## src/rtl/bcom_pkg.sv

```systemverilog
package bcom_pkg;

  localparam int PHASES = 3;
  localparam int SELW   = $clog2(PHASES + 1);
  localparam int GW     = 2 * PHASES;

  typedef enum logic [2:0] {
    ST_OFF,
    ST_HOLD,
    ST_STEP1,
    ST_STEP2,
    ST_STEP3
  } bcom_state_e;

  // device pair of one source placed on the gate bus; source 1 sits at the top
  function automatic logic [GW-1:0] dev_mask(input logic [SELW-1:0] src,
                                              input logic [1:0] devs);
    logic [GW-1:0] m;
    m = '0;
    if (src != '0) begin
      m[1:0] = devs;
      m = m << (2 * (PHASES - int'(src)));
    end
    return m;
  endfunction

  // device that carries the current: device 1 for positive, device 2 for negative
  function automatic logic [1:0] keep_dev(input logic pos);
    return pos ? 2'b10 : 2'b01;
  endfunction

  function automatic logic [GW-1:0] gate_word(input bcom_state_e st,
                                               input logic [SELW-1:0] cur,
                                               input logic [SELW-1:0] tgt,
                                               input logic pos);
    logic [GW-1:0] g;
    case (st)
      ST_HOLD:  g = dev_mask(cur, 2'b11);
      ST_STEP1: g = dev_mask(cur, keep_dev(pos));
      ST_STEP2: g = dev_mask(cur, keep_dev(pos)) | dev_mask(tgt, keep_dev(pos));
      ST_STEP3: g = dev_mask(tgt, keep_dev(pos));
      default:  g = '0;
    endcase
    return g;
  endfunction

endpackage

```

## src/rtl/bcom_req_hold.sv

```systemverilog
module bcom_req_hold
  import bcom_pkg::*;
(
  input  logic            clk,
  input  logic            rst,
  input  logic [SELW-1:0] sel,
  output logic [SELW-1:0] req
);

  logic [SELW-1:0] pend_q;

  always_ff @(posedge clk) begin
    if (rst)              pend_q <= '0;
    else if (sel != '0)   pend_q <= sel;
  end

  assign req = (sel != '0) ? sel : pend_q;

endmodule

```

## src/rtl/bcom_fault_trap.sv

```systemverilog
module bcom_fault_trap (
  input  logic clk,
  input  logic rst,
  input  logic short_in,
  output logic fault
);

  logic trap_q;

  always_ff @(posedge clk or posedge short_in) begin
    if (short_in)  trap_q <= 1'b1;
    else if (rst)  trap_q <= 1'b0;
  end

  assign fault = trap_q | short_in;

endmodule

```

## src/rtl/bcom_step_fsm.sv

```systemverilog
module bcom_step_fsm
  import bcom_pkg::*;
(
  input  logic            clk,
  input  logic            rst,
  input  logic            halt,
  input  logic            start,
  input  logic [SELW-1:0] req,
  input  logic            isign,
  output bcom_state_e     state,
  output logic [SELW-1:0] cur,
  output logic [SELW-1:0] tgt,
  output logic            dir_q,
  output logic            commit_start,
  output logic            land,
  output logic            engage
);

  always_comb begin
    engage       = (state == ST_OFF)   && start && (req != '0) && !halt;
    commit_start = (state == ST_HOLD)  && (req != '0) && (req != cur) && !halt;
    land         = (state == ST_STEP3) && !halt;
  end

  always_ff @(posedge clk) begin
    if (rst || halt) begin
      state <= ST_OFF;
      cur   <= '0;
      tgt   <= '0;
      dir_q <= 1'b0;
    end else begin
      case (state)
        ST_OFF: if (engage) begin
          state <= ST_HOLD;
          cur   <= req;
        end
        ST_HOLD: if (commit_start) begin
          state <= ST_STEP1;
          tgt   <= req;
          dir_q <= isign;
        end
        ST_STEP1: state <= ST_STEP2;
        ST_STEP2: state <= ST_STEP3;
        ST_STEP3: begin
          state <= ST_HOLD;
          cur   <= tgt;
        end
        default: state <= ST_OFF;
      endcase
    end
  end

endmodule

```

## src/rtl/bcom_gate_drive.sv

```systemverilog
module bcom_gate_drive
  import bcom_pkg::*;
(
  input  bcom_state_e     state,
  input  logic [SELW-1:0] cur,
  input  logic [SELW-1:0] tgt,
  input  logic            dir_q,
  input  logic            fault,
  output logic [GW-1:0]   gate
);

  logic [GW-1:0] raw;

  always_comb begin
    raw  = gate_word(state, cur, tgt, dir_q);
    gate = fault ? '0 : raw;
  end

endmodule

```

## src/rtl/bidir_commutator.sv

```systemverilog
module bidir_commutator
  import bcom_pkg::*;
(
  input  logic            clk,
  input  logic            rst,
  input  logic            start,
  input  logic [1:0]      sel,
  input  logic            isign,
  input  logic            short_in,
  output logic [5:0]      gate,
  output logic            fault
);

  logic [SELW-1:0] req;
  bcom_state_e     state;
  logic [SELW-1:0] cur;
  logic [SELW-1:0] tgt;
  logic            dir_q;
  logic            commit_start;
  logic            land;
  logic            engage;
  logic            in_step;

  bcom_req_hold u_req (
    .clk (clk),
    .rst (rst),
    .sel (sel),
    .req (req)
  );

  bcom_fault_trap u_trap (
    .clk      (clk),
    .rst      (rst),
    .short_in (short_in),
    .fault    (fault)
  );

  bcom_step_fsm u_fsm (
    .clk          (clk),
    .rst          (rst),
    .halt         (fault),
    .start        (start),
    .req          (req),
    .isign        (isign),
    .state        (state),
    .cur          (cur),
    .tgt          (tgt),
    .dir_q        (dir_q),
    .commit_start (commit_start),
    .land         (land),
    .engage       (engage)
  );

  bcom_gate_drive u_drv (
    .state (state),
    .cur   (cur),
    .tgt   (tgt),
    .dir_q (dir_q),
    .fault (fault),
    .gate  (gate)
  );

  assign in_step = (state == ST_STEP1) || (state == ST_STEP2) || (state == ST_STEP3);

endmodule

```

## config.mk

```make
export PLATFORM = sky130hd
export DESIGN_NAME = bidir_commutator
export DESIGN_NICKNAME = d
export VERILOG_FILES = /design/src/rtl/bcom_pkg.sv /design/src/rtl/bcom_req_hold.sv /design/src/rtl/bcom_fault_trap.sv /design/src/rtl/bcom_step_fsm.sv /design/src/rtl/bcom_gate_drive.sv /design/src/rtl/bidir_commutator.sv
export SDC_FILE = /design/constraint.sdc
export NUM_CORES = 1
export LEC_CHECK = 0
export ABC_AREA = 1
export BUFFER_PORTS_ARGS = -buffer_cell sky130_fd_sc_hd__buf_2
export CAP_MARGIN = 20
export CORE_AREA = 2 2 43 45
export CTS_CLUSTER_DIAMETER = 100
export CTS_CLUSTER_SIZE = 28
export DETAILED_ROUTE_END_ITERATION = 16
export DIE_AREA = 0 0 45 47
export PLACE_DENSITY = 0.66
export SYNTH_ARGS = -nofsm -noshare
export SYNTH_HDL_FRONTEND = slang
export SYNTH_SLANG_ARGS = --single-unit
```

## constraint.sdc

```tcl
create_clock -name clk -period 1.5 [get_ports clk]
set_input_delay 0.15 -clock clk [delete_from_list [all_inputs] [get_ports clk]]
set_output_delay 0.15 -clock clk [all_outputs]
set_load 0.01 [all_outputs]
```

==> results.tsv, run 1 <==
stage	metric	value	unit
global_route	grt_max_degree	9	
place	routabilityCongestion	0.886	
routing	drtAntennaViolNets	0	
critical_path	path_delay_family	flip-flops	
layout	synthToLayoutAreaGrowth	27.2	%
layout	nets	144	
layout	regArea	234	sq um
global_route	grt_pass1_wl	3020	um
place	port_buffers	13	
min_path	min_from	rst	
cts	htree_levels	1	
flow_run	cap_violations	0	
critical_path	cp_slowest_cell	dfxtp_2	
critical_path	r2r_setup_slack	170	ps
floorplan	row_count	15	
logic_synthesis	ys_types	21	
critical_path	start_kind	register	
sta	hold_viol	0	
pwr	p_sw_frac	0.293	
layout	final_cell_mix	nand2_1 (20), inv_1 (17), a21oi_1 (13), buf_2 (13), nor2_1 (12)	
critical_path	crit_buf_inv	3	
pwr	cellInternalPower	0.450	mW
global_route	grt_use_total	0.196	
sta	setup_viol	6	
sta	clock.fmax	641	MHz
sta	rsz0062_at_grt	yes	
floorplan	start_util	0.434	
logic_synthesis	syn-num-nets	121	
sta	setup_ws	-60.5	ps
critical_path	worst_path_largest_cell_delay	370	ps
global_route	grt_overflow	0	
min_path	hold_end	u_trap.trap_q$_DFFE_PP1P_	
sta	min_period	1560	ps
logic_synthesis	synthCells	114	
critical_path	reg2reg_depth	5	
critical_path	worstSetupPathType	register to output port	
floorplan	coreArea	0.00165	sq mm
cts	clkSinkCount	11	
layout	drive_gt1_frac	0.353	
routing	avgViaCountPerCell	5.17	
pwr	pwr-share-seq	0.491	
layout	n_fill_cell	166	
critical_path	cp.required	1350	ps
pwr	combinationalPowerShare	0.194	
place	dp_hpwl	1370	um
cts	clock_path_buffers	2	
logic_synthesis	synth_top_cell_by_area	dfxtp_1	
routing	vias	791	
critical_path	r2r-start	u_trap.trap_q$_DFFE_PP1P_	
floorplan	dieArea	0.00212	sq mm
routing	dr.pass1.iters	4	
cts	cts_tree	yes	
routing	wl	1770	um
logic_synthesis	ys_ff_latch	11	
critical_path	crit_chain	inv_2 -> nor3_4 -> inv_2 -> o21ai_2 -> nand3_1 -> a21oi_1 -> buf_2	
routing	post-route-drc-count	0	
routing	initialDrtViolationCount	22	
critical_path	rr_endpoint	u_fsm.state[0]$_SDFFE_PP0P_	
critical_path	crit_arrival	1410	ps
sta	maxSlewHeadroom	0.805	
logic_synthesis	synth_top_cells_by_area	dfxtp_1 (28%), nand2_1 (12%), inv_1 (9.9%)	
logic_synthesis	avgSynthCellArea	6.29	sq um
place	placed_area	806	sq um
status	outcome	finished with violations	
critical_path	cp-end-kind	output port	
layout	antenna_cells	0	
cts	worst_skew_pair.late_latency	270	ps
logic_synthesis	netlist.area_leader.share	0.279	
critical_path	path_common_cell	inv_2	
critical_path	cp_max_fo	4	
cts	numCtsBuffers	3	
min_path	hold_depth	2	
logic_synthesis	synth_area	717	sq um
layout	multi_input_area	433	sq um
layout	mostFrequentLayoutCell	nand2_1	
sta	period_share	1.04	
routing	wl_per_cell	11.6	um
sta	drv_slew	0	
floorplan	die_w	45	um
layout	design_area	912	sq um
pwr	power.leakage	0.394	nW
pwr	power.switching	0.186	mW
status	violations	negative setup slack	
global_route	grt_pass1_vias	775	
pwr	total_power	0.636	mW
logic_synthesis	yosys_warnings	0	
logic_synthesis	yosysSeqAreaShare	0.316	
cts	root_buffer	clkbuf_4	
floorplan	die_y	47	um
floorplan	io_pins	14	
min_path	hold_class	input pin to register	
sta	worst_slew_pin_slew	291	ps
global_route	antenna_found_initial	0	
pwr	vdd_drop_max	0.477	mV
sta	finalClockSkew	1.86	ps
pwr	power.share.clock	0.315	
pwr	powerDensity	697	mW/mm^2
cts	path_clk_slew	70	ps
[synth_stat cells, drive strengths merged]
cell,count
buf,1
o211ai,1
nor2,17
nor3,2
dfxtp,10
a21boi,1
nand4,5
dfstp,1
inv,22
nand2,26
o21ai,4
a21oi,14
nand3,10
[per-layer routing]
| layer | GRT usage | vias to the layer above | wire (um) |
|---|---|---|---|
| li1 | - | 412 | - |
| met1 | 0.229 | 359 | 775 |
| met2 | 0.343 | 16 | 904 |
| met3 | 0.0500 | 4 | 61 |
| met4 | 0.0824 | 0 | 30 |
| met5 | 0 | - | 0 |
[area by class of cell]
class | count | share of cell area
multi-input cells | 80 | 0.475
flip-flops and latches | 11 | 0.257
repair buffers | 19 | 0.123
inverters | 22 | 0.0933
clock buffers | 4 | 0.0288
well taps | 17 | 0.0233
[repair_timing]
item / CTS / global route
pin swaps: 3 / 2
hold endpoints to repair: 1 / 0
setup endpoints to repair: 6 / 6
resized for setup: 15 / 1
hold buffers: 1 / 0
buffers inserted: 3 / 1
[power groups by stage]
| stage | clock network (mW) | logic (mW) | registers [mW] |
|---|---|---|---|
| floorplan | 0 | 0.0807 | 0.315 |
| global placement | 0 | 0.105 | 0.317 |
| detailed placement | 0 | 0.108 | 0.317 |
| CTS | 0.205 | 0.122 | 0.312 |
| global route | 0.222 | 0.139 | 0.314 |
| finish | 0.200 | 0.123 | 0.313 |
[worst max path at each step]
stage	startpoint	end	depth (start not counted)
after floorplan	u_fsm.state[1]$_SDFFE_PP0P_	gate[2]	8
after global placement	u_fsm.state[1]$_SDFFE_PP0P_	gate[2]	9
after detailed placement	u_fsm.state[1]$_SDFFE_PP0P_	gate[3]	9
after CTS	u_fsm.state[1]$_SDFFE_PP0P_	gate[3]	9
after global routing	u_fsm.state[1]$_SDFFE_PP0P_	gate[3]	9
final	u_fsm.state[0]$_SDFFE_PP0P_	gate[0]	7
[logic make-up (layout without fill, tap and decap cells)]
kind of cell           after synthesis  in the layout  share of synthesized area
and+or+nand+nor                     60             60                      0.410
buffers and inverters               23             45                      0.122
AOI/OAI and AO/OA                   20             20                      0.152
DFF                                 11             11                      0.316
[stage by stage]
stage | hold WS [ps] | utilization | setup TNS [ps] | cells | setup slack (ps)
finish | 42.4 | 0.552 | -302 | 153 | -60.5
global route | 52.4 | 0.552 | -869 | 153 | -161
CTS | 39.9 | 0.547 | -316 | 152 | -60.8
detailed placement | 162 | 0.488 | 0 | 144 | 89.2
global placement | 153 | 0.488 | 0 | 144 | 167
floorplan | 39.7 | - | 0 | 114 | 251
[flip-flops by register name, indices dropped and copies added, names as in the netlist]
signal         cells
u_fsm.cur          2
u_req.pend_q       2
u_fsm.tgt          2
u_fsm.dir_q        1
u_fsm.state        3
u_trap.trap_q      1
No activity file was read; power rests on OpenSTA's default activity.
==> run 2: changes to the inputs <==
--- a/config.mk
+++ b/config.mk
@@ -14,6 +14,7 @@
 export DETAILED_ROUTE_END_ITERATION = 16
 export DIE_AREA = 0 0 45 47
 export PLACE_DENSITY = 0.66
+export REMOVE_ABC_BUFFERS = 1
 export SYNTH_ARGS = -nofsm -noshare
 export SYNTH_HDL_FRONTEND = slang
 export SYNTH_SLANG_ARGS = --single-unit
==> results.tsv, run 2 (synthesis gave the netlist of run 1 again) <==
stage	metric	value	unit	change
global_route	grt_use_total	0.202		+0.00529
routing	vias	808		+2.1%
pwr	total_power	0.646	mW	+1.6%
floorplan	die_y	47	um	unchanged
critical_path	r2r-start	u_trap.trap_q$_DFFE_PP1P_		
layout	synthToLayoutAreaGrowth	32.6	%	
sta	period_share	1.08		+0.0444
sta	clock.fmax	615	MHz	-4.1%
critical_path	cp_max_fo	4		unchanged
critical_path	crit_arrival	1480	ps	+70 ps
critical_path	reg2reg_depth	5		unchanged
min_path	hold_class	input pin to register		
pwr	vdd_drop_max	0.425	mV	-11%
layout	largest_register_ffs	3		unchanged
floorplan	row_count	15		unchanged
place	placed_area	806	sq um	unchanged
layout	nets	146		+1.4%
global_route	grt_max_degree	9		unchanged
cts	htree_levels	1		unchanged
cts	root_buffer	clkbuf_4		
min_path	min_from	rst		
place	dp_hpwl	1330	um	-2.7%
sta	worst_slew_pin_slew	335	ps	+43.6 ps
layout	antenna_cells	0		unchanged
layout	design_area	951	sq um	+4.3%
critical_path	start_kind	register		
status	outcome	finished with violations		
critical_path	cp-end-kind	output port		
critical_path	worstSetupPathType	register to output port		
cts	clkSinkCount	11		unchanged
routing	wl	1740	um	-1.6%
cts	cts_tree	yes		
place	port_buffers	13		unchanged
pwr	power.leakage	0.407	nW	+3.4%
sta	min_period	1630	ps	+66.6 ps
pwr	powerDensity	680	mW/mm^2	-2.5%
status	violations	negative setup slack		
floorplan	dieArea	0.00212	sq mm	unchanged
floorplan	start_util	0.434		unchanged
critical_path	cp.required	1350	ps	about the same
sta	drv_slew	0		unchanged
routing	post-route-drc-count	0		unchanged
sta	rsz0062_at_grt	yes		
global_route	grt_pass1_vias	760		-1.9%
routing	drtAntennaViolNets	0		unchanged
critical_path	rr_endpoint	u_fsm.cur[1]$_SDFFE_PP0P_		
sta	maxSlewHeadroom	0.776		-0.0287
floorplan	die_w	45	um	unchanged
sta	hold_viol	0		unchanged
global_route	antenna_found_initial	0		unchanged
min_path	hold_depth	2		unchanged
min_path	hold_end	u_trap.trap_q$_DFFE_PP1P_		
cts	numCtsBuffers	3		unchanged
routing	wl_per_cell	11.2	um	-2.9%
global_route	grt_overflow	0		unchanged
routing	dr.pass1.iters	6		+2
routing	initialDrtViolationCount	10		-55%
place	routabilityCongestion	0.864		-2.6%
sta	fin_hold_ws	37.2	ps	-5.14 ps
sta	setup_viol	6		unchanged
critical_path	r2r_setup_slack	140	ps	-30 ps
global_route	grt_pass1_wl	2990	um	-0.70%
cts	clock_path_buffers	2		unchanged
flow_run	cap_violations	0		unchanged
sta	finalClockSkew	5.84	ps	+3.98 ps
layout	final_cell_mix	nand2_1 (20), inv_1 (17), buf_2 (13)		
layout	largest_register	u_fsm.state		
floorplan	io_pins	14		unchanged
routing	avgViaCountPerCell	5.21		+0.83%
sta	setup_ws	-127	ps	-66.6 ps
layout	drive_gt1_frac	0.384		+0.0311
layout	mostFrequentLayoutCell	nand2_1		
cts	path_clk_slew	70	ps	about the same
cts	worst_skew_pair.late_latency	270	ps	about the same
floorplan	coreArea	0.00165	sq mm	unchanged
## run 2: repair_timing
item | CTS | global route
endpoints found under the setup margin | 6 | 6
pin swaps | 3 | 6
hold endpoints to repair | 1 | 0
resized for setup | 15 | 8
buffers inserted | 0 | 6
hold buffers | 1 | 0
## run 2: layout make-up
type | count | area, sq um
Clock buffer | 4 | 26.3
Fill cell | 165 | 701
Inverter | 22 | 87.6
Multi-Input combinational cell | 80 | 452
Sequential cell | 11 | 236
Tap cell | 17 | 21.3
Timing Repair Buffer | 21 | 128
## run 2: critical path: stages (launching register included)
cell and delay [ps]:
dfxtp_4 370, inv_4 50, nor3_4 200, inv_2 110
o21ai_2 90, nand3_1 90, a21oi_1 150, buf_2 150
## run 2: where the power goes
group / internal (mW) / leakage, nW / total (mW) / switching [mW]
Sequential: 0.301 / 0.0943 / 0.312 / 0.0113
Combinational: 0.0527 / 0.298 / 0.134 / 0.0812
Clock: 0.103 / 0.0150 / 0.200 / 0.0972
## run 2: worst max-delay path by stage
stage / slack (ps) / from / cells past startpoint / end
3_3_place_gp: 170 / u_fsm.state[1]$_SDFFE_PP0P_ / 9 / gate[2]
6_report: -130 / u_fsm.state[0]$_SDFFE_PP0P_ / 7 / gate[4]
4_1_cts: -70 / u_fsm.state[1]$_SDFFE_PP0P_ / 9 / gate[3]
3_5_place_dp: 100 / u_fsm.state[1]$_SDFFE_PP0P_ / 9 / gate[3]
5_1_grt: -230 / u_fsm.state[0]$_SDFFE_PP0P_ / 7 / gate[4]
2_1_floorplan: 250 / u_fsm.state[1]$_SDFFE_PP0P_ / 8 / gate[2]
## run 2: metrics by stage
| step | util | worst slack, ps | TNS, ps | instances |
|---|---|---|---|---|
| CTS | 0.533 | -68.5 | -349 | 149 |
| global placement | 0.488 | 168 | 0 | 144 |
| finish | 0.576 | -127 | -452 | 155 |
| floorplan | - | 251 | 0 | 113 |
| global route | 0.576 | -232 | -1020 | 155 |
| detailed placement | 0.488 | 97.7 | 0 | 144 |
## run 2: routing by layer
metal	vias up	GRT usage	share of wire
met5	-	0	0
met4	0	0.159	0.038
met3	7	0.0462	0.034
met2	15	0.340	0.49
met1	372	0.219	0.44
li1	414	-	-
